--- src/rtl/srq_status_pkg.sv ---
package srq_status_pkg;
    // Width of the status byte and of the mask
    localparam int SB_WIDTH   = 8;
    // Fixed bit positions of the status byte
    localparam int POS_ERRQ   = 2;
    localparam int POS_QUEST  = 3;
    localparam int POS_OUTQ   = 4;
    localparam int POS_STDEV  = 5;
    localparam int POS_RQS    = 6;
    localparam int POS_OPER   = 7;

    // Read port selection
    typedef enum logic {
        RD_STATUS = 1'b0,
        RD_MASK   = 1'b1
    } rd_sel_e;

    // The summary inputs gathered together
    typedef struct packed {
        logic errq;
        logic outq;
        logic stdev;
        logic quest;
        logic oper;
    } summary_in_t;
endpackage

--- src/rtl/srq_mask_reg.sv ---
// Service-request mask register.
// Holds the 8-bit mask. The mask loads on a write strobe and clears on reset.
// Assumes: a synchronous active-low reset; the write strobe is already qualified.
module srq_mask_reg #(
    parameter int WIDTH = 8
) (
    input  logic             clk,
    input  logic             rst_n,
    input  logic             wr,
    input  logic [WIDTH-1:0] wdata,
    output logic [WIDTH-1:0] mask_q
);
    // Load the mask on a strobe, clear it on reset
    always_ff @(posedge clk) begin
        if (!rst_n)   mask_q <= '0;
        else if (wr)  mask_q <= wdata;
    end
endmodule

--- src/rtl/srq_byte_assemble.sv ---
// Status byte assembly.
// Places each summary input at its fixed bit and inserts the request bit.
// Bits with no source are tied to zero.
// Assumes: the inputs are synchronous to the consumer and are not latched here.
module srq_byte_assemble
    import srq_status_pkg::*;
#(
    parameter int WIDTH = SB_WIDTH
) (
    input  summary_in_t      sum_in,
    input  logic             rqs,
    output logic [WIDTH-1:0] sbyte
);
    // Route each source to its fixed position; unused bits stay at zero
    always_comb begin
        sbyte            = '0;
        sbyte[POS_ERRQ]  = sum_in.errq;
        sbyte[POS_QUEST] = sum_in.quest;
        sbyte[POS_OUTQ]  = sum_in.outq;
        sbyte[POS_STDEV] = sum_in.stdev;
        sbyte[POS_RQS]   = rqs;
        sbyte[POS_OPER]  = sum_in.oper;
    end
endmodule

--- src/rtl/srq_request.sv ---
// Request-service reduction.
// ANDs each status bit with its mask bit and ORs the products.
// The request position itself is left out, so the result cannot feed back.
// Assumes: the status-byte bit at RQS_POS is not an input here.
module srq_request #(
    parameter int WIDTH   = 8,
    parameter int RQS_POS = 6
) (
    input  logic [WIDTH-1:0] sbits,
    input  logic [WIDTH-1:0] mask,
    output logic             rqs
);
    logic [WIDTH-1:0] hit;

    // One AND gate per bit; the request position is forced to zero
    for (genvar i = 0; i < WIDTH; i++) begin : g_hit
        if (i == RQS_POS) begin : g_skip
            assign hit[i] = 1'b0;
        end else begin : g_and
            assign hit[i] = sbits[i] & mask[i];
        end
    end

    // OR-reduce the masked bits
    always_comb rqs = |hit;
endmodule

--- src/rtl/status_byte_srq.sv ---
// Status byte with service request, top level.
// Builds the live status byte, keeps the request mask and drives a
// registered interrupt that trails status bit 6 by one cycle.
// Assumes: synchronous active-low reset; reads are combinational with no side effects.
module status_byte_srq
    import srq_status_pkg::*;
#(
    parameter int WIDTH   = SB_WIDTH,
    parameter int RQS_POS = POS_RQS
) (
    input  logic             clk,
    input  logic             rst_n,
    input  logic             err_queue_nonempty,
    input  logic             out_queue_ready,
    input  logic             std_event_sum,
    input  logic             quest_sum,
    input  logic             oper_sum,
    input  logic             mask_wr,
    input  logic [WIDTH-1:0] mask_wdata,
    input  logic             rd_sel,
    output logic [WIDTH-1:0] rd_data,
    output logic [WIDTH-1:0] status_byte,
    output logic             srq_irq
);
    summary_in_t      sum_in;
    logic [WIDTH-1:0] mask_q;
    logic [WIDTH-1:0] sbits_raw;
    logic             rqs;

    // Gather the summary inputs into one struct
    always_comb begin
        sum_in.errq  = err_queue_nonempty;
        sum_in.outq  = out_queue_ready;
        sum_in.stdev = std_event_sum;
        sum_in.quest = quest_sum;
        sum_in.oper  = oper_sum;
    end

    srq_mask_reg #(.WIDTH(WIDTH)) u_mask (
        .clk    (clk),
        .rst_n  (rst_n),
        .wr     (mask_wr),
        .wdata  (mask_wdata),
        .mask_q (mask_q)
    );

    // The reduction sees the byte without the request bit, which avoids a loop
    srq_byte_assemble #(.WIDTH(WIDTH)) u_raw (
        .sum_in (sum_in),
        .rqs    (1'b0),
        .sbyte  (sbits_raw)
    );

    srq_request #(.WIDTH(WIDTH), .RQS_POS(RQS_POS)) u_req (
        .sbits (sbits_raw),
        .mask  (mask_q),
        .rqs   (rqs)
    );

    srq_byte_assemble #(.WIDTH(WIDTH)) u_byte (
        .sum_in (sum_in),
        .rqs    (rqs),
        .sbyte  (status_byte)
    );

    // Register the request bit so the interrupt line is free of glitches
    always_ff @(posedge clk) begin
        if (!rst_n) srq_irq <= 1'b0;
        else        srq_irq <= status_byte[RQS_POS];
    end

    // Combinational read port with no side effects
    always_comb rd_data = (rd_sel == RD_MASK) ? mask_q : status_byte;
endmodule

--- config.mk ---
export PLATFORM = sky130hd
export DESIGN_NAME = status_byte_srq
export DESIGN_NICKNAME = d
export VERILOG_FILES = /design/src/rtl/srq_status_pkg.sv /design/src/rtl/srq_mask_reg.sv /design/src/rtl/srq_byte_assemble.sv /design/src/rtl/srq_request.sv /design/src/rtl/status_byte_srq.sv
export SDC_FILE = /design/constraint.sdc
export NUM_CORES = 1
export LEC_CHECK = 0
export BUFFER_PORTS_ARGS = -buffer_cell sky130_fd_sc_hd__buf_2
export CORE_MARGIN = 1.5
export CORE_UTILIZATION = 28
export CTS_BUF_LIST = sky130_fd_sc_hd__clkbuf_4
export CTS_CLUSTER_SIZE = 24
export DETAILED_ROUTE_END_ITERATION = 8
export PLACE_DENSITY = 0.57
export SETUP_SLACK_MARGIN = 0.05
export SYNTH_ARGS = -nofsm -noshare
export SYNTH_HDL_FRONTEND = slang
export SYNTH_SLANG_ARGS = --single-unit
export TNS_END_PERCENT = 30
--- constraint.sdc ---
create_clock -name clk -period 3.8 [get_ports clk]
set_input_delay 1.14 -clock clk [delete_from_list [all_inputs] [get_ports clk]]
set_output_delay 1.14 -clock clk [all_outputs]
set_load 0.05 [all_outputs]
[Word-level counts from Yosys, hierarchy flattened]
Cells that the tools add are included.
Storage, ports and cells
  word-level logic and storage cells: 9
  memories kept: 0
  flip-flop bits (word level): 9
  bits of input ports: 17
  output and inout port bits: 17
  latch bits: 0
  bits in read-only memories: 0
  bits in writable memories: 0
Operators by class
  add/sub/neg operators: 0
  eq/ne operators: 0
  bitwise gates (word level): 5
  shift-type cells: 0
  reductions and logical operators: 1
  muxes and demuxes: 1
  divide/modulo/power cells: 0
  magnitude comparators: 0
  multipliers: 0
Operators with widths (count)
  $mux 8: 1
  $and 1x1->1: 5
  $reduce_or 5->1: 1

[Logic depth before layout (Yosys ltp)]
Gate-level depths: netlist of the first run.
  depth after elaboration: 3
  depth in mapped cells: 3
  gate-level depth less buffers: 2

[Modules after synthesis]
Synthesis of the first run repeated with hierarchy kept, for this count alone.
Unflattened totals
  cell total of the unflattened synthesis: 59
  area total of the unflattened synthesis: 620.6 um2
By module, submodules not included
  srq_mask_reg: area an instance 301.5 um2, instances 1, cells an instance 25
  status_byte_srq: area an instance 161.4 um2, instances 1, cells an instance 12
  srq_byte_assemble: area an instance 63.8 um2, instances 2, cells an instance 9
  srq_request: area an instance 30.0 um2, instances 1, cells an instance 4

[Least setup slack after synthesis of the first run]
Ideal clock, no wire load.
  path type: input port to output port
  from: input rd_sel
  to: output rd_data[6]
  data required time: 2.660 ns
  path buffers: 1
  slack: 0.435 ns
  data arrival time: 2.225 ns
  cell stages on the path: 3
  path through: buf_2 -> nor2b_1 -> a31oi_1
Between the ends
  cells in the longest elaborated chain, start to end: 1
Ends and longest elaborated chain
  start, declared: RTL line status_byte_srq.sv:20  | input logic rd_sel,
  $mux 8: RTL line status_byte_srq.sv:73  | always_comb rd_data = (rd_sel == RD_MASK) ? mask_q : status_byte;
  end, declared: RTL line status_byte_srq.sv:21  | output logic [WIDTH-1:0] rd_data,
No other way between the ends.

[Final worst setup path of the first run]
  from: input out_queue_ready
  to: output rd_data[6]
Between the ends
  cells in the longest elaborated chain, start to end: 3
Ends and longest elaborated chain
  start, declared: RTL line status_byte_srq.sv:14  | input logic out_queue_ready,
  $and 1x1->1: RTL line srq_request.sv:20  | assign hit[i] = sbits[i] & mask[i];
  $reduce_or 5->1: RTL line srq_request.sv:25  | always_comb rqs = |hit;
  $mux 8: RTL line status_byte_srq.sv:73
No other way between the ends.

==> results of run 1 <==
## power by group through the flow
| stage | clock network (mW) | logic, mW | registers (mW) |
|---|---|---|---|
| 4_1_cts | 0.0844 | 0.0889 | 0.103 |
| 3_3_place_gp | 0 | 0.0882 | 0.105 |
| 5_1_grt | 0.0883 | 0.0939 | 0.104 |
| 6_report | 0.0794 | 0.0881 | 0.103 |
| 3_5_place_dp | 0 | 0.0887 | 0.105 |
| 2_1_floorplan | 0 | 0.0715 | 0.108 |
## worst max-delay path, stage by stage
cell and delay, ns:
sky130_fd_sc_hd__buf_2 0.11, sky130_fd_sc_hd__a222oi_1 0.50, sky130_fd_sc_hd__a31oi_1 0.15, sky130_fd_sc_hd__buf_2 0.23
## flip-flops by register name (all words and copies together) (netlist names)
register and cells:
u_mask.mask_q 8, srq_irq 1
## cell families (layout without fill, tap and decap cells)
kind of cell / count (synthesis) / count (layout)
other cells: 1 / 2
mux: 13 / 13
flops: 9 / 9
compound gates: 4 / 4
simple gates: 12 / 12
buf+inv: 11 / 36
## area by class of cell
cell class,instances,share of cell area [%]
Multi-Input combinational cell,31,38.82
Sequential cell,9,28.24
Timing Repair Buffer,31,24.31
Clock buffer,4,4.706
Tap cell,17,3.333
Inverter,1,0.5882
## synthesized netlist by cell type
master / instances / area (um^2)
sky130_fd_sc_hd__mux2_2: 5 / 56.30
sky130_fd_sc_hd__inv_1: 1 / 3.750
sky130_fd_sc_hd__and2_1: 2 / 12.51
sky130_fd_sc_hd__a222oi_1: 1 / 10.01
sky130_fd_sc_hd__buf_4: 8 / 60.06
sky130_fd_sc_hd__dfxtp_1: 9 / 180.2
sky130_fd_sc_hd__a21boi_1: 1 / 7.510
sky130_fd_sc_hd__a22oi_1: 1 / 7.510
sky130_fd_sc_hd__nand2_1: 1 / 3.750
sky130_fd_sc_hd__a31oi_1: 1 / 6.260
sky130_fd_sc_hd__buf_2: 2 / 10.01
sky130_fd_sc_hd__mux2i_1: 8 / 80.08
sky130_fd_sc_hd__conb_1: 1 / 3.750
sky130_fd_sc_hd__nor2b_1: 9 / 56.30
## worst max-delay path by stage
stage / cells after the start / startpoint / end / slack [ns]
global placement: 4 / out_queue_ready / rd_data[6] / 0.58
finish: 4 / out_queue_ready / rd_data[6] / 0.52
floorplan: 3 / rd_sel / rd_data[6] / 0.44
CTS: 4 / out_queue_ready / rd_data[6] / 0.51
detailed placement: 4 / out_queue_ready / rd_data[6] / 0.51
global route: 4 / out_queue_ready / rd_data[6] / 0.42
## routing by layer
layer / track usage, % / vias up / part of all wire [%]
met5: 0 / - / 0
li1: - / 213 / -
met3: 6.000 / 2 / 8.0
met1: 10.95 / 190 / 41
met2: 17.14 / 18 / 49
met4: 5.294 / 0 / 1.4
## through the flow
stage                     setup WS [ns]  instances
after floorplan                  0.4354         51
after global placement           0.5850         89
after detailed placement         0.5145         89
after CTS                        0.5148         93
after global routing             0.4166         93
final                            0.5222         93
==> reports/qor.txt, run 1 <==
Run status -> complete, no violations
Final count of hold timing violations -> 0
CTS tree -> yes
Root buf cell -> sky130_fd_sc_hd__clkbuf_4
Fraction of the mapped netlist area in adder cells -> 0%
Largest voltage drop on the vdd net -> 0.0001997 V
Critical Path AT -> 2.14 ns
Pins Over Slew Limit -> 0
Commonest non-fill, non-tap cell in the layout -> sky130_fd_sc_hd__buf_2
Total area of multi-input combinational cells -> 247.7 um^2
Number of buffers inserted by port buffering -> 31
# rows -> 15
Routability Congestion -> 0.6177
Antenna diode instance count -> 0
Setup TNS -> 0 ns
Number of I/O pins -> 34
Remaining global-route overflow -> 0
Hold-fix buffer count after cts -> 0
Maximum fanout encountered on the critical timing path -> 3
Floorplan core area -> 0.001689 mm^2
Share of post-route cells with drive strength above 1 -> 52.63%
Clock Sinks -> 9
Max Fclk -> 305.1 MHz
Iter 0 DRT Violations -> 5
Total power of the final layout -> 270.9 uW
Final antenna-violating net count -> 0
Average routed wire per standard cell -> 10.72 um
Switching power -> 96.90 uW
Clk_lat worst skew -> 0.26 ns
Tcrit/Tclk final -> 86.26%
Largest net degree at the start of global routing -> 10
Final design area excluding fillers -> 638.1 um^2
Worst Hold Class -> reg -> reg
Via total after detailed routing -> 423
Number of cell instances on the worst register-to-register path -> 2
Sequential cell fraction of total power -> 38.2%
Die ar. -> 0.002040 mm^2
Part of the power in combinational logic -> 32.5%
Total wire length after detailed routing -> 997 um
Leak -> 0.3388 nW
Post-detailed-route via-to-cell ratio -> 4.548
Setup Viol. Count Final -> 0
Multiplexer share of the synthesized area -> 27.39%
Initial core utilization -> 29.48%
Dominant combinational cell family by area after synthesis -> multiplexers
Synthesized cell area -> 498.0 um^2
Via count of the first global-routing pass -> 356
Register-to-register setup slack -> 2.74 ns
Number of unique standard cell types used by synthesis -> 14
Placed wire-length estimate -> 756.1 um
Final worst clock skew -> 0.004654 ns
Most used cells in the layout excluding fill and tap cells -> 31 x sky130_fd_sc_hd__buf_2, 9 x sky130_fd_sc_hd__nor2b_1, 9 x sky130_fd_sc_hd__dfxtp_1
# Post-CTS Setup Buffers -> 0
Pre-Repair DR Iteration Count -> 4
Layout filler cell count -> 190
Post-layout util -> 37.78%
Power per standard cell area -> 424.5 mW/mm^2
Hold Path Sink -> u_mask.mask_q[1]
Hold Slack -> 0.5132 ns
Min-Delay Path Depth -> 2
Number of buffers created by CTS -> 3
Max_cap viols -> 0
Antenna violations before repair -> 0
Number of instances in the synthesized netlist -> 50
Residual DRC count -> 0
FF+latch area -> 180.2 um^2
Deepest level of the CTS H-tree -> 1
Sw Share -> 35.78%
Buffers from clock root to sink, at most -> 2
Simple-gate area share of the yosys netlist -> 14.57%
Horiz. Die Dim -> 45.17 um
Worst setup path category -> in -> out
Pint -> 174.0 uW
Proportion of synthesized chip area in sequential cells -> 36.18%
Final-stage net count -> 94
Type of destination of the critical path -> output port
Total routing usage reported by global routing -> 10.61%
Average cell area after synthesis -> 9.960 um^2
RSZ-0062 raised after global routing -> false
HP Start -> u_mask.mask_q[1]
Resized Gates After CTS -> 0
Required time of the worst setup path -> 2.66 ns
Height of the die -> 45.17 um
Clock period minus worst slack -> 3.278 ns
R2R Path Start -> u_mask.mask_q[4]
Fraction of power consumed by the clock network -> 29.3%
Reg-to-Reg End -> srq_irq
Share of the synthesized netlist area taken by xor and xnor gates -> 0%
Type of origin of the critical path -> input pin
CTS clock-pin slew for the worst setup and hold paths -> 0.06 ns
Wire length of the first global-routing pass -> 1469 um
Register bit total from synthesis -> 9
Synthesized-area fraction occupied by ao, oa, aoi and oai cells -> 6.281%
Signed area change from the synthesized netlist to the final layout -> 28.14%
Number of warnings printed during yosys synthesis -> 0
Area after DPL -> 608.1 um^2
(Power assumes the default switching activity.)
==> inputs of run 2 (changes only) <==
- CORE_MARGIN: 1.5 -> not set
==> run 2 against run 1 <==
Effect of this change:
- the flow now finishes with violations (DRC)
- clock-buffer cell count did not move
- cell area fell by 0.20%
- sequential share of layout area rose by 0.055 points
- critical path depth did not move
- critical path type unchanged
- global-route usage rose by 0.47 points
- combinational power barely moved
- die area fell by 4.4%
- highest routed layer unchanged
==> reports/qor.txt, run 2 (synthesis results as in run 1) <==
Worst path setup slack after routing -> 0.5304 ns
Register-to-register setup slack -> 2.72 ns
R2R Path Start -> u_mask.mask_q[4]
Wire length of the first global-routing pass -> 1490 um
CTS clock-pin slew for the worst setup and hold paths -> 0.06 ns
Number of flip-flops in the largest register -> 8
Number of cell instances on the worst register-to-register path -> 2
Violations in the final reports -> DRC
Clk_lat worst skew -> 0.26 ns
Crit path buffers/inverters -> 2
Deepest level of the CTS H-tree -> 1
Max-slew headroom at the worst pin -> 65.81%
Largest registers -> u_mask.mask_q (8), srq_irq (1)
Post-detailed-route via-to-cell ratio -> 4.652
Horiz. Die Dim -> 44.17 um
Setup Viol. Count Final -> 0
Worst-path cell chain -> buf_2 -> a222oi_1 -> a31oi_1 -> buf_2
Via total after detailed routing -> 428
Number of I/O pins -> 34
Final worst clock skew -> 0.002437 ns
Pre-Repair DR Iteration Count -> 6
RSZ-0062 raised after global routing -> false
CTS tree -> yes
Total area of multi-input combinational cells -> 247.7 um^2
# Post-CTS Setup Buffers -> 0
Type of origin of the critical path -> input pin
Start point of the critical path -> out_queue_ready
# rows -> 14
Leak -> 0.3388 nW
Final-stage net count -> 94
Largest voltage drop on the vdd net -> 0.0002854 V
Total wire length after detailed routing -> 1012 um
Total routing usage reported by global routing -> 11.08%
Routability Congestion -> 0.6371
Buffers from clock root to sink, at most -> 2
Floorplan core area -> 0.001577 mm^2
Signed area change from the synthesized netlist to the final layout -> 27.89%
Clock period minus worst slack -> 3.270 ns
Height of the die -> 44.17 um
Largest net degree at the start of global routing -> 10
Iter 0 DRT Violations -> 14
Slew at the pin closest to its max-slew limit -> 0.5129 ns
Post-Place Worst Slack -> 0.5517 ns
HP Start -> u_mask.mask_q[0]
Most used cells in the layout excluding fill and tap cells -> 31 x sky130_fd_sc_hd__buf_2, 9 x sky130_fd_sc_hd__nor2b_1, 9 x sky130_fd_sc_hd__dfxtp_1
Type of destination of the critical path -> output port
Die ar. -> 0.001951 mm^2
Initial core utilization -> 31.59%
Root buf cell -> sky130_fd_sc_hd__clkbuf_4
Residual DRC count -> 4
Layout filler cell count -> 172
Share of post-route cells with drive strength above 1 -> 52.63%
Critical Path AT -> 2.13 ns
Hold-fix buffer count after cts -> 0
Remaining global-route overflow -> 0
Max Fclk -> 305.8 MHz
Longest individual stage delay on the worst path -> 0.51 ns
Number of buffers inserted by port buffering -> 31
Power per standard cell area -> 426.8 mW/mm^2
Placed wire-length estimate -> 758 um
Most used cell along the critical path -> sky130_fd_sc_hd__buf_2
Cell family contributing the most delay on the critical path -> compound AO/OA/AOI/OAI gates
Antenna diode instance count -> 0
Capturing instance or port of the critical path -> rd_data[6]
Commonest non-fill, non-tap cell in the layout -> sky130_fd_sc_hd__buf_2
FF+latch area -> 180.2 um^2
Via count of the first global-routing pass -> 350
Worst Hold Class -> reg -> reg
Final count of hold timing violations -> 0
Average routed wire per standard cell -> 11.00 um
Critical path's slowest cell -> sky130_fd_sc_hd__a222oi_1
Resized Gates After CTS -> 0
Setup TNS -> 0 ns
Reg-to-Reg End -> srq_irq
Top reg by flops -> u_mask.mask_q
Final antenna-violating net count -> 0
Clock Sinks -> 9
Worst setup path category -> in -> out
Required time of the worst setup path -> 2.66 ns
Tcrit/Tclk final -> 86.04%
Antenna violations before repair -> 0
Critical path depth in cells -> 4
Number of buffers created by CTS -> 3
Run status -> complete, but fails checks
Maximum fanout encountered on the critical timing path -> 3
Max_cap viols -> 0
Pins Over Slew Limit -> 0
==> run 2: layout make-up <==
class,count,area share (%)
clock buffers,4,4.715
inverters,1,0.5894
multi-input cells,31,38.90
flip-flops and latches,9,28.29
well taps,16,3.143
repair buffers,31,24.36
==> run 2: where the power goes <==
part / total [mW] / switching (mW) / leakage [nW] / internal (mW)
sequential: 0.104 / 0.00326 / 0.0743 / 0.100
combinational: 0.0881 / 0.0620 / 0.246 / 0.0261
clock: 0.0801 / 0.0326 / 0.0184 / 0.0475
==> run 2: tightest hold or removal path, delay by kind of cell, from the launching register on <==
kind | cells | cell delay [ns]
flip-flops | 1 | 0.32
multiplexers | 1 | 0.06
AND/OR/NAND/NOR | 1 | 0.09
==> run 2: per-layer routing <==
layer,track usage [%],share of wire [%],vias to the layer above
met5,0,0,-
met4,3.636,1.2,0
met3,7.347,10,2
met2,16.76,45,30
met1,12.59,43,186
li1,-,-,210
==> run 2: how the worst min path moves through the flow <==
stage,to,cells after the start
finish,u_mask.mask_q[0],2
global route,u_mask.mask_q[1],2
CTS,u_mask.mask_q[0],2
detailed placement,u_mask.mask_q[0],2
global placement,u_mask.mask_q[1],2
floorplan,u_mask.mask_q[0],2
==> run 2: per-stage QoR <==
| stage | power (mW) | cell area, um^2 | hold slack, ns | utilization [%] | cells |
|---|---|---|---|---|---|
| after floorplan | 0.1795 | 501.7 | 0.4737 | - | 51 |
| after global placement | 0.1935 | 606.8 | 0.4899 | 38.49 | 88 |
| after detailed placement | 0.1943 | 606.8 | 0.5002 | 38.49 | 88 |
| after CTS | 0.2758 | 636.9 | 0.5173 | 40.40 | 92 |
| after global routing | 0.2875 | 636.9 | 0.5509 | 40.40 | 92 |
| final | 0.2718 | 636.9 | 0.5114 | 40.40 | 92 |
